**src/rtl/flash_guard_pkg.sv**
```systemverilog
package flash_guard_pkg;
  localparam int unsigned REG_W  = 8;
  localparam int unsigned NUM_EV = 4;

  localparam logic [2:0] A_MODE   = 3'd0;
  localparam logic [2:0] A_STATUS = 3'd1;
  localparam logic [2:0] A_BLK_LO = 3'd2;
  localparam logic [2:0] A_BLK_HI = 3'd3;
  localparam logic [2:0] A_EMUL   = 3'd4;

  typedef struct packed {
    logic evfy;
    logic pvfy;
    logic ers;
    logic pgm;
    logic wen;
  } fg_mode_t;

  localparam int unsigned MODE_W = $bits(fg_mode_t);
endpackage

```
**src/rtl/fg_regfile.sv**
```systemverilog
module fg_regfile
  import flash_guard_pkg::*;
#(
  parameter int unsigned ADDR_W = 3,
  parameter int unsigned BLK_W  = 8,
  localparam int unsigned NBANK = 2,
  localparam int unsigned NBLK  = NBANK * BLK_W
) (
  input  logic              clk,
  input  logic              rst,
  input  logic [ADDR_W-1:0] addr,
  input  logic [REG_W-1:0]  wdata,
  input  logic              we,
  input  logic              fault,
  output fg_mode_t          mode_o,
  output logic [NBLK-1:0]   blk_o,
  output logic              emul_o,
  output logic [REG_W-1:0]  rdata
);
  fg_mode_t   mode_q;
  logic       emul_q;
  logic [BLK_W-1:0] bank_q [NBANK];

  always_ff @(posedge clk) begin
    if (rst) begin
      mode_q <= '0;
      emul_q <= 1'b0;
    end else if (we) begin
      if (addr == ADDR_W'(A_MODE)) mode_q <= fg_mode_t'(wdata[MODE_W-1:0]);
      if (addr == ADDR_W'(A_EMUL)) emul_q <= wdata[0];
    end
  end

  for (genvar b = 0; b < NBANK; b++) begin : g_bank
    localparam logic [ADDR_W-1:0] BADDR = ADDR_W'(A_BLK_LO) + ADDR_W'(b);
    always_ff @(posedge clk) begin
      if (rst) bank_q[b] <= '0;
      else if (we && addr == BADDR) bank_q[b] <= wdata[BLK_W-1:0];
    end
    assign blk_o[b*BLK_W +: BLK_W] = bank_q[b];
  end

  always_comb begin
    rdata = '0;
    case (addr)
      ADDR_W'(A_MODE):   rdata[MODE_W-1:0] = mode_q;
      ADDR_W'(A_STATUS): rdata[0] = fault;
      ADDR_W'(A_BLK_LO): rdata[BLK_W-1:0] = bank_q[0];
      ADDR_W'(A_BLK_HI): rdata[BLK_W-1:0] = bank_q[1];
      ADDR_W'(A_EMUL):   rdata[0] = emul_q;
      default:           rdata = '0;
    endcase
  end

  assign mode_o = mode_q;
  assign emul_o = emul_q;

  // Registers keep their value without a write, fault or not
  AST_MODE_HOLD: assert property (@(posedge clk) disable iff (rst)
    !we |=> $stable(mode_q)) else $error("mode changed without write");
  AST_EMUL_HOLD: assert property (@(posedge clk) disable iff (rst)
    !we |=> $stable(emul_q)) else $error("emul changed without write");
endmodule

```
**src/rtl/fg_runaway.sv**
```systemverilog
module fg_runaway
  import flash_guard_pkg::*;
(
  input  logic              clk,
  input  logic              rst,
  input  logic [NUM_EV-1:0] ev,
  input  logic              active,
  output logic              fault_next,
  output logic              fault_q
);
  logic hit;

  assign hit        = active & (|ev);
  assign fault_next = fault_q | hit;

  always_ff @(posedge clk) begin
    if (rst) fault_q <= 1'b0;
    else     fault_q <= fault_next;
  end

  AST_FAULT_STICKY: assert property (@(posedge clk) disable iff (rst)
    fault_q |=> fault_q) else $error("fault cleared without reset");
  AST_FAULT_NEEDS_ACTIVE: assert property (@(posedge clk) disable iff (rst)
    (!active && !fault_q) |=> !fault_q) else $error("fault set while idle");
endmodule

```
**src/rtl/fg_enable.sv**
```systemverilog
module fg_enable
  import flash_guard_pkg::*;
#(
  parameter int unsigned NBLK = 16
) (
  input  logic            clk,
  input  logic            rst,
  input  fg_mode_t        mode,
  input  logic [NBLK-1:0] blk,
  input  logic            emul,
  input  logic            fault_next,
  output logic            prog_q,
  output logic            erase_q,
  output logic [NBLK-1:0] mask_q,
  output logic            pv_q,
  output logic            ev_q
);
  logic unlocked;
  logic prog_d, erase_d;

  assign unlocked = mode.wen & ~emul & ~fault_next;
  assign prog_d   = unlocked & mode.pgm & ~mode.ers;
  assign erase_d  = unlocked & mode.ers & ~mode.pgm;

  always_ff @(posedge clk) begin
    if (rst) begin
      prog_q  <= 1'b0;
      erase_q <= 1'b0;
      pv_q    <= 1'b0;
      ev_q    <= 1'b0;
    end else begin
      prog_q  <= prog_d;
      erase_q <= erase_d;
      pv_q    <= mode.wen & mode.pvfy;
      ev_q    <= mode.wen & mode.evfy;
    end
  end

  for (genvar i = 0; i < NBLK; i++) begin : g_blk
    always_ff @(posedge clk) begin
      if (rst) mask_q[i] <= 1'b0;
      else     mask_q[i] <= erase_d & blk[i];
    end
  end

  AST_ONE_MODE: assert property (@(posedge clk) disable iff (rst)
    !(prog_q && erase_q)) else $error("program and erase together");
  AST_LOCK_OFF: assert property (@(posedge clk) disable iff (rst)
    !mode.wen |=> (!prog_q && !erase_q)) else $error("enable while locked");
  AST_EMUL_LOCK: assert property (@(posedge clk) disable iff (rst)
    emul |=> (!prog_q && !erase_q)) else $error("enable under emulation");
  AST_MASK_GATED: assert property (@(posedge clk) disable iff (rst)
    (|mask_q) |-> erase_q) else $error("block mask without erase");
endmodule

```
**src/rtl/flash_guard.sv**
```systemverilog
module flash_guard
  import flash_guard_pkg::*;
#(
  parameter int unsigned ADDR_W = 3,
  parameter int unsigned BLK_W  = 8,
  localparam int unsigned NBLK  = 2 * BLK_W
) (
  input  logic              clk,
  input  logic              rst,
  input  logic [ADDR_W-1:0] reg_addr,
  input  logic [REG_W-1:0]  reg_wdata,
  input  logic              reg_we,
  output logic [REG_W-1:0]  reg_rdata,
  input  logic              ev_flash_rd,
  input  logic              ev_exception,
  input  logic              ev_sleep,
  input  logic              ev_alt_master,
  output logic              prog_en,
  output logic              erase_en,
  output logic [NBLK-1:0]   erase_blk_en,
  output logic              pverify_en,
  output logic              everify_en,
  output logic              fault
);
  fg_mode_t          mode;
  logic [NBLK-1:0]   blk;
  logic              emul;
  logic              fault_next;
  logic              fault_q;
  logic [NUM_EV-1:0] ev_vec;

  assign ev_vec = {ev_alt_master, ev_sleep, ev_exception, ev_flash_rd};

  fg_regfile #(.ADDR_W(ADDR_W), .BLK_W(BLK_W)) u_regs (
    .clk(clk), .rst(rst), .addr(reg_addr), .wdata(reg_wdata), .we(reg_we),
    .fault(fault_q), .mode_o(mode), .blk_o(blk), .emul_o(emul), .rdata(reg_rdata)
  );

  fg_runaway u_runaway (
    .clk(clk), .rst(rst), .ev(ev_vec), .active(prog_en | erase_en),
    .fault_next(fault_next), .fault_q(fault_q)
  );

  fg_enable #(.NBLK(NBLK)) u_enable (
    .clk(clk), .rst(rst), .mode(mode), .blk(blk), .emul(emul),
    .fault_next(fault_next), .prog_q(prog_en), .erase_q(erase_en),
    .mask_q(erase_blk_en), .pv_q(pverify_en), .ev_q(everify_en)
  );

  assign fault = fault_q;

  AST_ABORT_RD: assert property (@(posedge clk) disable iff (rst)
    ((prog_en || erase_en) && ev_flash_rd) |=> (fault && !prog_en && !erase_en))
    else $error("flash read did not abort");
  AST_ABORT_OTHER: assert property (@(posedge clk) disable iff (rst)
    ((prog_en || erase_en) && (ev_exception || ev_sleep || ev_alt_master))
    |=> (fault && !prog_en && !erase_en)) else $error("event did not abort");
  AST_NO_REENTRY: assert property (@(posedge clk) disable iff (rst)
    fault |-> (!prog_en && !erase_en && erase_blk_en == '0))
    else $error("enable under fault");
endmodule

```
**config.mk**
```make
export PLATFORM = sky130hd
export DESIGN_NAME = flash_guard
export DESIGN_NICKNAME = d
export VERILOG_FILES = /design/src/rtl/flash_guard_pkg.sv /design/src/rtl/fg_regfile.sv /design/src/rtl/fg_runaway.sv /design/src/rtl/fg_enable.sv /design/src/rtl/flash_guard.sv
export SDC_FILE = /design/constraint.sdc
export NUM_CORES = 1
export LEC_CHECK = 0
export BUFFER_PORTS_ARGS = -buffer_cell sky130_fd_sc_hd__buf_2
export CORE_ASPECT_RATIO = 1.5
export CORE_UTILIZATION = 30
export DETAILED_ROUTE_END_ITERATION = 10
export PLACE_DENSITY = 0.5
export SETUP_SLACK_MARGIN = 0.5
export SLEW_MARGIN = 0
export SYNTH_ARGS = -nofsm -noshare
export SYNTH_HDL_FRONTEND = slang
export SYNTH_HIERARCHICAL = 1
export SYNTH_SLANG_ARGS = --single-unit
```
**constraint.sdc**
```tcl
create_clock -name clk -period 1.4 [get_ports clk]
set_input_delay 0.14 -clock clk [delete_from_list [all_inputs] [get_ports clk]]
set_output_delay 0.14 -clock clk [all_outputs]
set_load 0.05 [all_outputs]
```
; Yosys cells after proc, flatten, opt, wreduce, memory -nomap -nowiden
; Memory sizes are Yosys's and may differ from the RTL's.
; Index checks and enable logic that the tools add are counted.
[word_totals]
ff_bits = 27
ramBits = 16
inputBits = 18
output_inout_bits = 29
elab_cells = 84
memories = 1
[classes]
n_eq_ne = 4
mux = 13
bitwise_logic = 33
reduce_logical = 6
[mem_list]
columns = memory, depth, width, rd, rd_clocked_by_memory_dff, wr, line_no
row1 = u_regs.bank_q, 2, 8, 2, 0, 2, fg_regfile.sv:22  ; logic [BLK_W-1:0] bank_q [NBANK];
[ops]
columns = operator, count
row1 = $and A1 B1 Y1, 25
row2 = $mux W8, 2
row3 = $pmux W4 S3, 1
row4 = $mux W1, 8
row5 = $eq A3 B2 Y1 const B, 2
row6 = $pmux W3 S2, 1
row7 = $pmux W1 S5, 1
row8 = $not A1 Y1, 4
row9 = $or A1 B1 Y1, 4
row10 = $reduce_and A2 Y1, 2
row11 = $reduce_or A4 Y1, 1
row12 = $eq A3 B1 Y1 const B, 1
row13 = $eq A3 B3 Y1 const B, 1
row14 = $logic_not A3 Y1, 1
row15 = $logic_and A1 B1 Y1, 2

; Logic depth before layout (Yosys ltp)
[logic_depth]
depth_word = 8
depth_mapped = 6
ltp_nobuf = 5

; Modules after synthesis
; The synthesis kept the hierarchy.
[by_module_without_submodules]
columns = mod, n_inst, cells_each, area_each_um2, seq_area_each_um2
row1 = fg_regfile, 1, 90, 1079.8, 600.6
row2 = fg_enable, 1, 44, 589.3, 400.4
row3 = fg_runaway, 1, 5, 48.8, 20.0
row4 = flash_guard, 1, 1, 6.3, 0.0

; Worst setup path after synthesis
; No wires, ideal clock.
[synth_path]
path_type = input to output
startpoint = input reg_addr[0]
endpoint = output reg_rdata[0]
arrival_ns = 1.618
slack_ns = -0.358
stages = 5
n_path_buf = 2
path_cell_list = buf_2 -> buf_4 -> nor2_1 -> a22oi_1 -> o22ai_1
[synth_between]
elab_chain_len = 2
word_cells_on_any_way = 6
[synth_rtl]
columns = item, line_no
row1 = start: declaration, flash_guard.sv:10  ; input logic [ADDR_W-1:0] reg_addr,
row2 = $eq A3 B3 Y1 (tied with other cells), fg_regfile.sv:45  ; case (addr)
row3 = $pmux W1 S5 *, fg_regfile.sv:45
row4 = end: declaration, flash_guard.sv:13  ; output logic [REG_W-1:0] reg_rdata,
; Every way passes the cells marked *; elsewhere a longest branch is shown, timed or not.

==> results.txt <==
- Outcome: finished with violations
- Violations in the final reports: negative setup slack
- CP max-delay cell: edfxtp_1
- Final GP Congestion: 0.7635
- Largest net degree at the start of global routing: 19
- Global routing consumed, on the met2 layer, 23.67% of the routing resources.
- In this design, the stage delay of the slowest critical-path cell is 0.39 ns.
* Final setup skew: 0.006489 ns
- Across every metal layer, demand over resource in global routing totals 13.43%.
- No sink is reached through more buffers than the 2 on the longest clock path.
* Core ar.: 5492 sq um
- Once the floorplan was initialized, standard cells occupied 31.40% of the core.
- The layer flagged by global routing as most heavily used is met2.
- Number of antenna cells inserted: 0
- Post-Synthesis Mean Instance Area: 12.32 sq um
* Unrepaired setup endpoints after global routing: true
- Fraction of power consumed by combinational cells: 12.9%
* Fillers: 482
- First-pass GRT wire length: 6.092 mm
- The critical path in this run is classified as flop to primary output.
- Overall routed net length: 3.661 mm
- Global-route track usage on met1: 15.51%
- Static leakage: 1.106 nW
- Net Count, Synth: 158
- Total power draw: 2.395 mW
- Clock-pin slew was measured on the worst setup and hold paths at 0.08 ns.
- In the post-route analysis, the smallest setup slack over all paths is -0.08743 ns.
- Fin. Hold Viols: 0
- Share of cells above drive strength 1: 64.14%
- In the final routed layout, each cell accounts on average for 13.66 um.
* CTS tree: built
- Final setup violation count: 23
* Multi-input logic area: 817.0 sq um
* Kind of cell with the highest combined delay on the critical path: flip-flops
* Cell depth of the worst flop-to-flop path: 6
- At the worst endpoint, the required time is 1.26 ns.
- Summed over all layers, the global routing overflow is 0.
- Final cycle utilization of the critical path: 106.2%
* Post-detailed-placement half-perimeter wirelength: 2.846 mm
- Num CTS Buffers: 5
- The detailed router placed 1,217 vias in this run.
- The net count of the finished layout is 215.
- Pre-CTS setup slack: -0.04472 ns
- Worst Tran Pin Value: 0.2745 ns
- For this run, the top clock speed supported by timing is 0.6723 GHz.
- The worst setup path is launched from a flop.
* Hold buffer count at cts: 0
* Minimum period implied by the final worst setup slack: 1.487 ns
- Global routing used 2.899% of the available met3 tracks.
- The Yosys step of the flow raised 6 warnings.
* Via count of the first global-routing pass: 1,226
- The first TritonRoute pass finished after 4 iterations.
- The die covers 6061 sq um.
* Buffer and inverter count on the worst path: 1
* Arrival time at the worst endpoint: 1.35 ns
- The critical path crosses 4 cells after its start point.
- In the post-synthesis netlist, the cell with the most instances is dfxtp_1.
* Level count of the clock H-tree: 2
- Number of input and output port buffers inserted: 46
- After synthesis the cells add up to 1724 sq um.
- Area share of the leading cell type in the synthesized netlist: 31.35%
* Cell internal power dissipation: 1.812 mW
* Share of synthesized registers carrying an async set or reset: 0%
* Clk Latency, worst-skew pair: 0.29 ns
- Sequential share of power: 56.2%
- Along the worst path, the maximum fanout reaches 2.
- Max Cap Viol: 0
- The synthesized design contains 43 register bits.
- After technology mapping, the gate count stands at 140.
- For this design the ratio of total power to cell area is 896.1 nW/um^2.
- Die width: 63.90 um
* Top cells by count, synth: dfxtp_1, and2_1, edfxtp_1, nor2_1, and3_1
- Clk sinks: 43
* Number of cell rows: 33
- Sequential element share of the synthesized area: 59.22%
- Layout area overhead: 55.01%
* Register area: 1052 sq um
- Critical Path, Cell by Cell: mux2_4 > a22oi_2 > nor2_4 > buf_6
* Clock group share of total power: 30.9%
- EDFF count, synth: 16
- Final-layout setup total negative slack: -1.229 ns
- IR analysis of the VDD net gives a maximum drop of 0.6542 mV.
- The tree is rooted in a clkbuf_8.
* Main area contributors after synthesis: dfxtp_1, edfxtp_1, and2_1
- The netlist uses 31 different library cells.
* Hold Path Depth: 3
- Number of primary I/O pins: 47
- Antenna violations before repair: 0
* Remaining routing DRC violations: 0
- In the routed layout, each cell is associated on average with a via count of 4.541.
- In the synthesized netlist the dominant register cell turns out to be dfxtp_1.
- After the first detailed-routing iteration, the DRC count stood at 33.
- Switching fraction of total power: 24.35%
* Antenna Nets Post-Route: 0
- Final Max Tran Viols: 0
- Max transition margin: 81.50%
- dfxtp_1 takes more of the synthesized area than any other cell.
- Crit. End Element: primary output
- Min-Delay Path Class: primary input to flop
* Die Y-Extent: 94.85 um
* Switch Pwr: 0.5832 mW
==> final cells by class <==
class,count,area share [%]
well taps,70,3.277
clock inverters,2,0.4682
clock buffers,6,2.715
flip-flops and latches,43,39.37
repair buffers,57,23.31
multi-input cells,88,30.57
inverters,2,0.2809
==> registers in the layout (all words and copies together), names as in the netlist <==
signal,flops
u_enable/pv_q,1
u_regs/emul_o,1
u_regs/bank_q,16
u_runaway/fault_q,1
u_enable/mask_q,16
u_enable/prog_q,1
u_enable/ev_q,1
u_enable/erase_q,1
u_regs/mode_o,5
==> timing repair <==
action / CTS / global route
resized for setup: 111 / 8
buffers inserted: 0 / 1
pin swaps: 6 / 10
setup endpoints to repair: 84 / 77
endpoints found under the hold margin: 0 / 0
gates cloned: 0 / 0
==> logic make-up after synthesis <==
| logic type | synth area share [%] |
|---|---|
| AND/OR/NAND/NOR | 24.02 |
| flip-flops | 59.22 |
| AO/OA/AOI/OAI | 5.734 |
| multiplexers | 7.910 |
| buffers and inverters | 3.120 |
==> worst paths after layout <==
kind                                     startpoint             endpoint  slack [ns]
worst max-delay path            u_regs/bank_q[0][2]         reg_rdata[2]       -0.09
worst min-delay path                   reg_wdata[2]     u_regs/mode_o[2]        0.12
worst max register to register      u_enable/prog_q  u_enable/mask_q[14]       -0.07
worst min register to register    u_runaway/fault_q    u_runaway/fault_q        0.51
==> cell usage in the layout, fill, tap and decap left out, types with 2 or more instances in the layout <==
cell,n
o21bai_4,2
and2_1,15
buf_6,10
clkbuf_8,5
nor2_1,5
and3b_1,3
nor2_4,7
nand2_1,2
buf_8,24
edfxtp_1,16
and3_2,7
nor4b_4,2
dfxtp_2,19
mux2_4,4
a21oi_1,2
dfxtp_1,6
mux2i_1,4
buf_2,14
a22oi_2,5
and3_1,9
dfxtp_4,2
inv_1,2
buf_4,8
mux2i_2,4
==> power groups by stage <==
stage	clock network (mW)	registers, mW	logic (mW)
2_1_floorplan	0	1.37	0.193
3_3_place_gp	0	1.37	0.259
3_5_place_dp	0	1.37	0.263
4_1_cts	0.775	1.35	0.299
5_1_grt	0.838	1.35	0.327
6_report	0.740	1.35	0.308
==> per-layer routing <==
layer	vias to the layer above	wire length, um
met5	-	0
met4	0	81
met3	8	128
met2	34	1978
met1	565	1472
li1	610	-
==> per-stage QoR <==
step | area, sq um | utilization [%] | hold slack (ns) | instances
after floorplan | 1908 | - | 0.2017 | 140
after global placement | 2217 | 40.37 | 0.4069 | 259
after detailed placement | 2217 | 40.37 | 0.4167 | 259
after CTS | 2636 | 48.01 | 0.1089 | 267
after global routing | 2673 | 48.67 | 0.1422 | 268
final | 2673 | 48.67 | 0.1173 | 268
==> worst reg2reg max path, delay by kind of cell (launching register included) <==
| family | cells | cell delay, ns |
|---|---|---|
| and+or+nand+nor | 4 | 0.81 |
| DFF | 1 | 0.35 |
| buffers and inverters | 1 | 0.19 |
| AOI/OAI and AO/OA | 1 | 0.06 |
Note: power is estimated with default switching activity, not from simulation.
